[config.mk]
export PLATFORM = sky130hd
export DESIGN_NAME = pll_coef_search
export DESIGN_NICKNAME = d
export VERILOG_FILES = /design/src/rtl/pll_search_pkg.sv /design/src/rtl/pll_div_iter.sv /design/src/rtl/pll_pdiv_index.sv /design/src/rtl/pll_coef_search.sv
export SDC_FILE = /design/constraint.sdc
export NUM_CORES = 2
export LEC_CHECK = 0
export ABC_CLOCK_PERIOD_IN_PS = 11050
export BUFFER_PORTS_ARGS = -buffer_cell sky130_fd_sc_hd__buf_2
export CAP_MARGIN = 15
export CORE_MARGIN = 1.5
export CORE_UTILIZATION = 50
export CTS_CLUSTER_DIAMETER = 30
export DETAILED_ROUTE_END_ITERATION = 7
export GPL_TIMING_DRIVEN = 1
export PLACE_DENSITY_LB_ADDON = 0.15
export SETUP_SLACK_MARGIN = 0.05
export SLEW_MARGIN = 20
export SYNTH_ARGS = -nofsm -noshare
export SYNTH_HDL_FRONTEND = slang
export SYNTH_SLANG_ARGS = --single-unit
export TNS_END_PERCENT = 1
[constraint.sdc]
create_clock -name clk -period 11.05 [get_ports clk]
set_input_delay 1.105 -clock clk [delete_from_list [all_inputs] [get_ports clk]]
set_output_delay 1.105 -clock clk [all_outputs]
set_load 0.01 [all_outputs]
[src/rtl/pll_search_pkg.sv]
package pll_search_pkg;

    localparam int PL_W       = 4;
    localparam int PDIV_W     = 6;
    localparam int PL_ENTRIES = 15;

    typedef enum logic [3:0] {
        S_IDLE, S_T50, S_HI, S_LO, S_PLSET, S_MCHK, S_NDIV,
        S_NCHK, S_VCO, S_LWV, S_FIN, S_WFIN
    } state_e;

    // post-divider value for each index; the sequence is not monotonic
    function automatic logic [PDIV_W-1:0] pdiv(input logic [PL_W-1:0] idx);
        case (idx)
            4'd0:  pdiv = 6'd1;
            4'd1:  pdiv = 6'd2;
            4'd2:  pdiv = 6'd3;
            4'd3:  pdiv = 6'd4;
            4'd4:  pdiv = 6'd5;
            4'd5:  pdiv = 6'd6;
            4'd6:  pdiv = 6'd8;
            4'd7:  pdiv = 6'd10;
            4'd8:  pdiv = 6'd12;
            4'd9:  pdiv = 6'd16;
            4'd10: pdiv = 6'd12;
            4'd11: pdiv = 6'd16;
            4'd12: pdiv = 6'd20;
            4'd13: pdiv = 6'd24;
            4'd14: pdiv = 6'd32;
            default: pdiv = 6'd1;
        endcase
    endfunction

endpackage

[src/rtl/pll_div_iter.sv]
module pll_div_iter #(
    parameter int W = 32
) (
    input  logic         clk,
    input  logic         rst_n,
    input  logic         start_i,
    input  logic [W-1:0] num_i,
    input  logic [W-1:0] den_i,
    output logic         done_o,
    output logic [W-1:0] quo_o,
    output logic [W-1:0] rem_o
);
    localparam int CW = $clog2(W + 1);

    typedef struct packed {
        logic          run;
        logic          done;
        logic [CW-1:0] cnt;
        logic [W-1:0]  rem;
        logic [W-1:0]  quo;
        logic [W-1:0]  den;
    } div_t;

    div_t d_d, d_q;
    logic [W:0] shifted;

    always_comb begin
        d_d      = d_q;
        d_d.done = 1'b0;
        shifted  = {d_q.rem, d_q.quo[W-1]};
        if (start_i && !d_q.run) begin
            d_d.run = 1'b1;
            d_d.cnt = CW'(W);
            d_d.rem = '0;
            d_d.quo = num_i;
            d_d.den = den_i;
        end else if (d_q.run) begin
            if (shifted >= {1'b0, d_q.den}) begin
                d_d.rem = W'(shifted - {1'b0, d_q.den});
                d_d.quo = {d_q.quo[W-2:0], 1'b1};
            end else begin
                d_d.rem = shifted[W-1:0];
                d_d.quo = {d_q.quo[W-2:0], 1'b0};
            end
            d_d.cnt = d_q.cnt - 1'b1;
            if (d_q.cnt == CW'(1)) begin
                d_d.run  = 1'b0;
                d_d.done = 1'b1;
            end
        end
    end

    always_ff @(posedge clk or negedge rst_n) begin
        if (!rst_n) d_q <= '0;
        else        d_q <= d_d;
    end

    assign done_o = d_q.done;
    assign quo_o  = d_q.quo;
    assign rem_o  = d_q.rem;


    div_rem_chk: assert property (@(posedge clk) disable iff (!rst_n)
        (d_q.done && d_q.den != '0) |-> (d_q.rem < d_q.den));


    div_done_chk: assert property (@(posedge clk) disable iff (!rst_n)
        d_q.done |=> !d_q.done);

endmodule

[src/rtl/pll_pdiv_index.sv]
module pll_pdiv_index
    import pll_search_pkg::*;
(
    input  logic [PDIV_W-1:0] div_val_i,
    output logic [PL_W-1:0]   idx_o
);
    localparam int SCAN_LAST = PL_ENTRIES - 2;

    // first index below the last entry whose divide value reaches the bound
    always_comb begin
        idx_o = PL_W'(PL_ENTRIES - 1);
        for (int i = SCAN_LAST; i >= 0; i--) begin
            if (pdiv(PL_W'(i)) >= div_val_i) idx_o = PL_W'(i);
        end
    end


    idx_range_chk: assert property (@(div_val_i) 1'b1 |-> (idx_o <= PL_W'(PL_ENTRIES - 1)))
        else $error("index out of table");

endmodule

[src/rtl/pll_coef_search.sv]
module pll_coef_search
    import pll_search_pkg::*;
#(
    parameter int REQ_W    = 12,
    parameter int DW       = 32,
    parameter int M_W      = 8,
    parameter int N_W      = 8,
    parameter int VCO_MIN  = 1000,
    parameter int VCO_MAX  = 2064,
    parameter int U_MIN    = 12,
    parameter int U_MAX    = 38,
    parameter int N_MIN    = 8,
    parameter int DIV_LIM  = 32,
    parameter int MARGIN   = 50
) (
    input  logic                 clk,
    input  logic                 rst_n,
    input  logic                 start_i,
    input  logic [REQ_W-1:0]     req_mhz_i,
    input  logic [REQ_W-1:0]     ref_mhz_i,
    output logic                 busy_o,
    output logic                 done_o,
    output logic [M_W-1:0]       m_o,
    output logic [N_W-1:0]       n_o,
    output logic [PL_W-1:0]      pl_o,
    output logic [REQ_W+N_W-1:0] freq_o,
    output logic                 no_match_o
);
    localparam int OUT_W = REQ_W + N_W;
    localparam int M_MAX = (1 << M_W) - 1;
    localparam int N_MAX = (1 << N_W) - 1;

    typedef struct packed {
        state_e            st;
        logic [REQ_W-1:0]  ref_v;
        logic [DW-1:0]     tgt;
        logic [DW-1:0]     tvco;
        logic [DW-1:0]     vmax;
        logic [DW-1:0]     tvp;
        logic [DW-1:0]     n;
        logic [DW-1:0]     n2;
        logic [M_W-1:0]    m;
        logic [PL_W-1:0]   pl;
        logic [PL_W-1:0]   pl_hi;
        logic [M_W-1:0]    best_m;
        logic [N_W-1:0]    best_n;
        logic [PL_W-1:0]   best_pl;
        logic [DW-1:0]     best_d;
        logic              found;
        logic              dstart;
        logic [DW-1:0]     dnum;
        logic [DW-1:0]     dden;
        logic              busy;
        logic              done;
        logic              no_match;
        logic [M_W-1:0]    m_out;
        logic [N_W-1:0]    n_out;
        logic [PL_W-1:0]   pl_out;
        logic [OUT_W-1:0]  freq;
    } eng_t;

    eng_t r_d, r_q;

    logic              div_done;
    logic [DW-1:0]     div_q, div_r;
    logic [PDIV_W-1:0] bound;
    logic [PL_W-1:0]   bound_idx;
    logic              adv_m;
    logic [DW-1:0]     ref_w, pdv, delta, tv;

    pll_div_iter #(.W(DW)) u_div (
        .clk     (clk),
        .rst_n   (rst_n),
        .start_i (r_q.dstart),
        .num_i   (r_q.dnum),
        .den_i   (r_q.dden),
        .done_o  (div_done),
        .quo_o   (div_q),
        .rem_o   (div_r)
    );

    // clamp the quotient to a legal divide value, then map it to an index
    always_comb begin
        if (div_q == '0)                 bound = PDIV_W'(1);
        else if (div_q > DW'(DIV_LIM))   bound = PDIV_W'(DIV_LIM);
        else                             bound = div_q[PDIV_W-1:0];
    end

    pll_pdiv_index u_idx (
        .div_val_i (bound),
        .idx_o     (bound_idx)
    );

    always_comb begin
        r_d        = r_q;
        r_d.done   = 1'b0;
        r_d.dstart = 1'b0;
        adv_m      = 1'b0;
        ref_w      = DW'(r_q.ref_v);
        pdv        = DW'(pdiv(r_q.pl));
        delta      = (div_q >= r_q.tgt) ? (div_q - r_q.tgt) : (r_q.tgt - div_q);
        tv         = r_q.tgt + div_q;

        case (r_q.st)
            S_IDLE: begin
                if (start_i) begin
                    r_d.busy    = 1'b1;
                    r_d.ref_v   = ref_mhz_i;
                    r_d.tgt     = DW'(req_mhz_i) << 1;
                    r_d.best_m  = M_W'(M_MAX);
                    r_d.best_n  = N_W'(N_MIN);
                    r_d.best_pl = PL_W'(1);
                    r_d.best_d  = '1;
                    r_d.found   = 1'b0;
                    r_d.dstart  = 1'b1;
                    r_d.dnum    = DW'(req_mhz_i) << 1;
                    r_d.dden    = DW'(MARGIN);
                    r_d.st      = S_T50;
                end
            end
            S_T50: begin
                if (div_done) begin
                    r_d.tvco   = tv;
                    r_d.vmax   = (tv > DW'(VCO_MAX)) ? tv : DW'(VCO_MAX);
                    r_d.dstart = 1'b1;
                    r_d.dnum   = ((tv > DW'(VCO_MAX)) ? tv : DW'(VCO_MAX)) + tv - 1'b1;
                    r_d.dden   = tv;
                    r_d.st     = S_HI;
                end
            end
            S_HI: begin
                if (div_done) begin
                    r_d.pl_hi  = bound_idx;
                    r_d.dstart = 1'b1;
                    r_d.dnum   = DW'(VCO_MIN);
                    r_d.dden   = r_q.tvco;
                    r_d.st     = S_LO;
                end
            end
            S_LO: begin
                if (div_done) begin
                    r_d.pl = bound_idx;
                    r_d.st = S_PLSET;
                end
            end
            S_PLSET: begin
                r_d.tvp = r_q.tgt * pdv;
                r_d.m   = M_W'(1);
                r_d.st  = S_MCHK;
            end
            S_MCHK: begin
                if ((ref_w < DW'(U_MIN) * DW'(r_q.m)) ||
                    (ref_w >= DW'(U_MAX + 1) * DW'(r_q.m))) begin
                    adv_m = 1'b1;
                end else begin
                    r_d.dstart = 1'b1;
                    r_d.dnum   = r_q.tvp * DW'(r_q.m);
                    r_d.dden   = ref_w;
                    r_d.st     = S_NDIV;
                end
            end
            S_NDIV: begin
                if (div_done) begin
                    if (div_q > DW'(N_MAX)) begin
                        adv_m = 1'b1;
                    end else begin
                        r_d.n  = div_q;
                        r_d.n2 = div_q + DW'(div_r != '0);
                        r_d.st = S_NCHK;
                    end
                end
            end
            S_NCHK: begin
                if (r_q.n > r_q.n2 || r_q.n > DW'(N_MAX)) begin
                    adv_m = 1'b1;
                end else if (r_q.n < DW'(N_MIN)) begin
                    r_d.n = r_q.n + 1'b1;
                end else begin
                    r_d.dstart = 1'b1;
                    r_d.dnum   = ref_w * r_q.n;
                    r_d.dden   = DW'(r_q.m);
                    r_d.st     = S_VCO;
                end
            end
            S_VCO: begin
                if (div_done) begin
                    if (div_q >= DW'(VCO_MIN) && div_q <= r_q.vmax) begin
                        r_d.dstart = 1'b1;
                        r_d.dnum   = div_q + (pdv >> 1);
                        r_d.dden   = pdv;
                        r_d.st     = S_LWV;
                    end else begin
                        r_d.n  = r_q.n + 1'b1;
                        r_d.st = S_NCHK;
                    end
                end
            end
            S_LWV: begin
                if (div_done) begin
                    if (delta < r_q.best_d) begin
                        r_d.best_d  = delta;
                        r_d.best_m  = r_q.m;
                        r_d.best_n  = r_q.n[N_W-1:0];
                        r_d.best_pl = r_q.pl;
                        r_d.found   = 1'b1;
                    end
                    if (delta == '0) begin
                        r_d.st = S_FIN;
                    end else begin
                        r_d.n  = r_q.n + 1'b1;
                        r_d.st = S_NCHK;
                    end
                end
            end
            S_FIN: begin
                r_d.dstart = 1'b1;
                r_d.dnum   = ref_w * DW'(r_q.best_n);
                r_d.dden   = DW'(r_q.best_m) * DW'(pdiv(r_q.best_pl));
                r_d.st     = S_WFIN;
            end
            S_WFIN: begin
                if (div_done) begin
                    r_d.m_out    = r_q.best_m;
                    r_d.n_out    = r_q.best_n;
                    r_d.pl_out   = r_q.best_pl;
                    r_d.freq     = div_q[OUT_W-1:0];
                    r_d.no_match = !r_q.found;
                    r_d.done     = 1'b1;
                    r_d.busy     = 1'b0;
                    r_d.st       = S_IDLE;
                end
            end
            default: r_d.st = S_IDLE;
        endcase

        // step the M loop, rolling over into the next post-divider index
        if (adv_m) begin
            if (r_q.m == M_W'(M_MAX)) begin
                if (r_q.pl >= r_q.pl_hi) begin
                    r_d.st = S_FIN;
                end else begin
                    r_d.pl = r_q.pl + 1'b1;
                    r_d.st = S_PLSET;
                end
            end else begin
                r_d.m  = r_q.m + 1'b1;
                r_d.st = S_MCHK;
            end
        end
    end

    always_ff @(posedge clk or negedge rst_n) begin
        if (!rst_n) begin
            r_q    <= '0;
            r_q.st <= S_IDLE;
        end else begin
            r_q <= r_d;
        end
    end

    assign busy_o     = r_q.busy;
    assign done_o     = r_q.done;
    assign m_o        = r_q.m_out;
    assign n_o        = r_q.n_out;
    assign pl_o       = r_q.pl_out;
    assign freq_o     = r_q.freq;
    assign no_match_o = r_q.no_match;


    done_pulse_chk: assert property (@(posedge clk) disable iff (!rst_n)
        done_o |=> !done_o);


    done_idle_chk: assert property (@(posedge clk) disable iff (!rst_n)
        done_o |-> (!busy_o && $fell(busy_o)));


    busy_start_chk: assert property (@(posedge clk) disable iff (!rst_n)
        (!busy_o && !done_o && start_i) |=> busy_o);


    nomatch_dflt_chk: assert property (@(posedge clk) disable iff (!rst_n)
        (done_o && no_match_o) |->
            (m_o == M_W'(M_MAX) && n_o == N_W'(N_MIN) && pl_o == PL_W'(1)));


    n_range_chk: assert property (@(posedge clk) disable iff (!rst_n)
        (done_o && !no_match_o) |-> (n_o >= N_W'(N_MIN)));


    m_range_chk: assert property (@(posedge clk) disable iff (!rst_n)
        done_o |-> (m_o != '0));


    pl_range_chk: assert property (@(posedge clk) disable iff (!rst_n)
        done_o |-> (pl_o <= PL_W'(PL_ENTRIES - 1)));


    best_mono_chk: assert property (@(posedge clk) disable iff (!rst_n)
        (busy_o && r_q.st != S_IDLE && $past(busy_o)) |-> (r_q.best_d <= $past(r_q.best_d)));

endmodule

## After elaboration in Yosys (flattened, before gate mapping)

Memory sizes are Yosys's and may differ from the RTL's.
Cells that the tools add are included.

| cells by class | value |
|---|---|
| add/sub/neg operators | 12 |
| $mul | 7 |
| $lt $le $gt $ge | 26 |
| equality and inequality tests | 41 |
| multiplexer cells | 77 |
| bitwise logic cells | 1 |
| reduce and logical (&&, ||, !) cells | 25 |

Operators with widths:

| kind | number |
|---|---|
| 65-bit 2-to-1 mux | 7 |
| 65-bit one-hot mux with 7 select lines | 1 |
| 32-bit 2-to-1 mux | 8 |
| 64-bit 2-to-1 mux | 3 |
| 32-bit one-hot mux with 4 select lines | 1 |
| 119-bit 2-to-1 mux | 1 |
| 4-bit 2-to-1 mux | 28 |
| 53-bit 2-to-1 mux | 2 |
| 53-bit one-hot mux with 2 select lines | 1 |
| 72-bit 2-to-1 mux | 1 |
| 70-bit 2-to-1 mux | 1 |
| 32-bit by 8-bit > comparator with 1-bit output (second input constant) | 2 |
| 32-bit logical NOT | 2 |
| 48-bit 2-to-1 mux | 1 |
| 4-bit one-hot mux with 12 select lines | 1 |
| 43-bit 2-to-1 mux | 1 |
| 42-bit 2-to-1 mux | 1 |
| 33-bit by 32-bit greater-or-equal comparator with 1-bit output | 1 |
| 13-bit by 32-bit adder with 32-bit output | 1 |
| 32-bit by 1-bit adder with 32-bit output | 1 |
| 32-bit by 1-bit adder with 32-bit output (second input constant) | 1 |
| 32-bit adder | 1 |
| 32-bit by 5-bit adder with 32-bit output | 1 |
| 32-bit by 10-bit greater-or-equal comparator with 1-bit output (second input constant) | 1 |
| 61 further kinds | 120 |

| storage, ports and cells | value |
|---|---|
| register bits | 468 |
| bits in read-only memories | 192 |
| input port bits | 27 |
| memories kept | 2 |

Memories:

| name | words | bits a word | read ports | clocked after memory_dff | wr ports | RTL line | text |
|---|---|---|---|---|---|---|---|
| (name not given) | 16 | 6 | 1 | 0 | 0 | pll_search_pkg.sv:14 | `case (idx)` |
| (name not given) | 16 | 6 | 1 | 0 | 0 | pll_search_pkg.sv:14 |  |

## Longest topological paths before layout

| logic depth | value |
|---|---|
| word-level depth | 21 |
| mapped depth | 30 |
| mapped depth without buffers | 27 |

## Hierarchy

From an unflattened synthesis, not the netlist that was laid out.

| second synthesis, totals | value |
|---|---|
| cells, all modules | 6169 |
| area, all modules | 51948.6 sq um |

Modules (own cells, without submodules):

| module | instances | cells an instance | area an instance (sq um) | sequential area each (sq um) |
|---|---|---|---|---|
| pll_coef_search | 1 | 5393 | 45149.6 | 8783.4 |
| pll_div_iter | 1 | 751 | 6633.9 | 2602.5 |
| pll_pdiv_index | 1 | 25 | 165.2 | 0.0 |

## Worst setup path before layout

No wires, ideal clock.

| timing | value |
|---|---|
| path type | register -> register |
| start point | register r_q[374] (netlist bit) |
| end point | register r_q[106] (netlist bit) |
| setup time | 134 ps |
| arrival time | 5995 ps |
| slack | 4921 ps |
| stages on the path, launching flop included | 25 |
| path buffers | 2 |
| clock period less this slack | 6129 ps |
| cell sequence | dfrtp_1 clkbuf_1 clkbuf_1 nand2_1 fa_1 fa_1 fa_1 fa_1 inv_1 fa_1 ha_1 a21o_1 a21o_1 a21oi_1 o311a_1 nor3_1 nor3_1 o31ai_1 nand2_1 o211ai_1 a21o_1 a21oi_1 xnor2_1 a222oi_1 o21ai_1 |

| between the ends | value |
|---|---|
| word-level cells in the longest chain between the ends | 4 |
| elaborated cells between the ends (all ways) | 9 |

Ends and longest elaborated chain:

| element | RTL line | text |
|---|---|---|
| start, declared | pll_coef_search.sv:62 | `eng_t r_d, r_q;` |
| start signal, assigned | pll_coef_search.sv:257 | `r_q <= r_d;` |
| 12-bit by 32-bit multiplier with 32-bit output (tied with other cells) | pll_coef_search.sv:180 | `r_d.dnum = ref_w * r_q.n;` |
| 65-bit 2-to-1 mux or 1-bit logical OR (tied branches) | pll_coef_search.sv:176, pll_coef_search.sv:152 |  |
| 65-bit 2-to-1 mux or 2-bit inequality test (tied branches) | - |  |
| 65-bit one-hot mux with 7 select lines or 9-bit AND reduction (tied branches) | - |  |

Several ways; a longest one is shown, not always the timed one. The select of a mux whose other input is x is not followed.
A chain may end at the register's enable or synchronous reset.

## Worst setup path after layout

| timing | value |
|---|---|
| start point | register r_q[173] (netlist bit) |
| end point | register r_q[103] (netlist bit) |

| between the ends | value |
|---|---|
| word-level cells in the longest chain between the ends | 5 |
| elaborated cells between the ends (all ways) | 10 |

Ends and longest elaborated chain:

| element | RTL line | text |
|---|---|---|
| 6-bit by 8-bit multiplier with 14-bit output or 2-bit by 8-bit multiplier with 10-bit output (tied branches) | pll_coef_search.sv:153, pll_coef_search.sv:152 |  |
| 12-bit by 14-bit greater-or-equal comparator with 1-bit output or 12-bit < comparator (tied branches) | pll_coef_search.sv:153, pll_coef_search.sv:152 |  |
| 1-bit logical OR | pll_coef_search.sv:152 | `if ((ref_w < DW'(U_MIN) * DW'(r_q.m)) \|\|` |
| 2-bit inequality test (no line) | - |  |
| 9-bit AND reduction (no line) | - |  |

Several ways; a longest one is shown, not always the timed one. The select of a mux whose other input is x is not followed.

==> results.md <==
- Final Hold Vio Count: 0
- Tot GR Track Use: 0.3245
- Tmin final: slightly above 8 ns
- Average size of a mapped cell: approximately 8.6 um2
- Dpl hpwl: approximately 120,000 um
- CP Launch Type: register
- Fillers: 9,274
- Critical path type: reg2reg
- Initial Util: 0.5028
- Final period util: 0.7478
- Post-Syn Instances: 5,944
- GPL Wtd Cong: ~1
- Die Y-Extent: roughly 320 um
- Launch point of the worst reg-to-reg path: r_q[173]
- Worst skew pair latency: 0.78 ns
- Worst Setup SP: r_q[173]
- Switching Power: between 8000 and 9000 uW
- Vias: 43,230
- Critical Path Max Stage Delay: ~1.1 ns
- Layout cell share with drive strength beyond 1: 0.08249
- P_int: between 8000 and 9000 uW
- EDFF count, synth: 0
- Final Net Count: ~7,000
- Commonest non-fill, non-tap cells in the layout: nand2_1 (896), inv_1 (796), fa_1 (479)
- Power share of the clock group: 0.236
- Seq/Total Area, Yosys: 0.2229
- Required time of the critical path: around 12 ns
- 1st-iter DRT viols: 3,880
- CP arrival: 8.86 ns
- FF+latch count, synth: between 400 and 500
- Yosys warnings: 0
- Global-route wire length before repair: 257,600 um
- WL per Instance: between 20 and 25 um
- Commonest non-fill, non-tap cell in the layout: nand2_1
- Min-Delay Path Class: in2async
- Max IR drop VDD: 158.9 uV
- Fraction of registers with async set/reset: 1.000
- Synth Flop Type: dfrtp_1
- Worst rel slew slack: 0.2813
- Area contributors post-synth: dfrtp_1 (22%), fa_1 (19%), ha_1 (11%)
- Least-Margin Pin Slew: approximately 1.1 ns
- P_leak: roughly 0.028 uW
- Largest fanout on the critical path: between 60 and 70
- Die Width: about 320 um
- Grt ovf: 0
- Reg power frac: 0.174
- Post-CTS resize count: 0
- Antenna-violating nets left: 0
- CTS root buffer: clkbuf_16
- Setup TNS Final: 0 ns
- Reg clk slew, reported paths: approximately 0.050 ns
- Post-CTS Setup Inserts: 0
- Cell accounting for the most synthesized area: dfrtp_1
- Pwr dens: about 300 nW/um2
- Number of global-route vias before repair: 42,900
- Post-synth top area share: 0.2229
- Critical-path top delay cell: dfrtp_1
- Core area: about 100,000 um2
- CTS Buf Count: 135
- Status: completed
- Top delay family on crit path: compound AO/OA/AOI/OAI gates
- Longest Clk Path Bufs: 3
- Max Slew Vio Count: 0
- Hold buffers post-CTS: 0
- Max Freq: between 100 and 150 MHz
- Setup-failing EPs final: 0
- Syn Std Cell Area: around 51,000 um2
- DRT Wirelength: approximately 170,000 um
- RSZ-0062 raised after global routing: false
- Layout Skew: between 0.08 and 0.09 ns
- Die area: 104,100 um2
- Buffers and inverters on the worst path: 6
- PortBufs: between 60 and 70
- # rows: between 100 and 150
- Iteration count of the initial detailed-routing pass: 6
- Maximum Capacitance Violations: 0
- Most frequent CP cell: inv_1
- I/O pin count: 70
- Critical Path End Type: register
- Initial antenna violation count: 6
- Fin Hold WS: 0.3853 ns
- Area Growth Syn to Fin: 12.18%
- # H-tree levels: 4
- Pin count of the biggest net entering global routing: 128
- Clock Sink Count: between 400 and 500
- Logic pwr share: 0.590
- Synth cell types: 100
- Via/cell ratio: 5.865
- Switch share: 0.4945
- Remaining DRCs: 0
- CTS tree: built
[metrics by stage]
step | instances | setup slack, ns | cell area [um2] | util | power [uW]
CTS | 7369 | 3.031 | 57300 | 0.5640 | 17280
finish | 7370 | 2.786 | 57300 | 0.5640 | 17410
detailed placement | 7126 | 2.980 | 52420 | 0.5160 | 13040
global route | 7369 | 2.522 | 57300 | 0.5640 | 18650
global placement | 7125 | 3.143 | 52420 | 0.5159 | 12950
floorplan | 5961 | 4.921 | 51140 | - | 9830
[kinds of logic after synthesis]
kind of cell / count (synthesis) / synth area share
muxes: 133 / 0.02761
DFF: 455 / 0.2229
buffers and inverters: 1156 / 0.08872
and+or+nand+nor: 1899 / 0.1741
AOI/OAI and AO/OA: 1131 / 0.1476
xor gates and xnor gates: 241 / 0.04132
other: 1 / 0.00007342
adders and majority gates: 928 / 0.2977
[power groups by stage]
stage               clock (uW)  combinational (uW)  sequential [uW]
floorplan                    0                7250             2580
global placement             0                9940             3010
detailed placement           0               10000             3020
CTS                       4150               10100             3000
global route              4250               11300             3090
finish                    4110               10300             3040
[synth_stat cells, drive strengths merged (16+ instances only)]
| library cell | count |
|---|---|
| o21bai | 41 |
| o211ai | 50 |
| fa | 479 |
| a21oi | 237 |
| nor4 | 37 |
| a221oi | 25 |
| o21ai | 301 |
| a22oi | 16 |
| nand3 | 113 |
| and2 | 241 |
| inv | 796 |
| a21boi | 37 |
| a221o | 35 |
| a31oi | 23 |
| dfrtp | 455 |
| mux2i | 79 |
| xor2 | 73 |
| nand4 | 56 |
| a211oi | 25 |
| nor3 | 75 |
| o21a | 60 |
| clkbuf | 283 |
| buf | 74 |
| o31ai | 20 |
| a222oi | 21 |
| xnor2 | 168 |
| nor2 | 248 |
| nand2 | 896 |
| or3 | 27 |
| nand2b | 49 |
| mux2 | 53 |
| ha | 449 |
| or2 | 18 |
| and3 | 42 |
| nor2b | 47 |
| a21o | 112 |
[cell type report]
type / count / area (um2) / area share
clock buffer: 173 / 3781 / 0.06599
clock inverter: 70 / 1092 / 0.01906
tap: 1368 / 1712 / 0.02987
multi-input combinational: 4350 / 35320 / 0.6163
sequential: 455 / 11390 / 0.1988
inverter: 799 / 2999 / 0.05234
antenna: 1 / 2.502 / 0.00004367
timing repair buffer: 154 / 1006 / 0.01756
[worst register-to-register path, stage by stage, from the launching register on]
cell	delay (ns)
dfrtp_1	1.05
inv_1	0.39
fa_1	0.63
inv_1	0.04
ha_1	0.26
inv_1	0.05
fa_1	0.54
inv_1	0.04
ha_1	0.31
o21ai_0	0.09
nand2b_1	0.11
a21o_1	0.19
a21o_1	0.20
xnor2_1	0.13
ha_1	0.19
a2111o_1	0.41
a211oi_1	0.22
o21a_1	0.15
nor3_1	0.10
a211oi_4	0.24
buf_4	0.55
nor4_2	0.12
buf_4	0.36
a222oi_1	0.86
nand2_1	0.11
a311oi_1	0.60
o211ai_1	0.19
[routing by layer]
metal | global-route usage | part of all wire | up-vias
met5 | 0 | 0.00036 | -
met2 | 0.4922 | 0.44 | 1811
met4 | 0.1447 | 0.046 | 10
li1 | - | - | 19570
met3 | 0.07290 | 0.090 | 423
met1 | 0.4429 | 0.42 | 21420
[flip-flops by register name, summed over array words and instances, names as in the netlist]
name	cells
u_div.done_o	1
m_o	8
u_div.d_q	39
n_o	8
busy_o	1
no_match_o	1
pl_o	4
u_div.rem_o	32
u_div.quo_o	32
freq_o	20
done_o	1
r_q	308
[path summary, 6_finish.rpt]
path                       cells after the start              to  slack, ns
max                                           26        r_q[103]       2.79
min                                            1   u_div.d_q[99]       0.39
max reg2reg                                   26        r_q[103]       2.79
min reg2reg                                    1  u_div.d_q[101]       0.47
max in group asynchronous                      3  u_div.quo_o[9]       8.30
min in group clk                               1  u_div.d_q[101]       0.47
No activity file was read; power rests on OpenSTA's default activity.
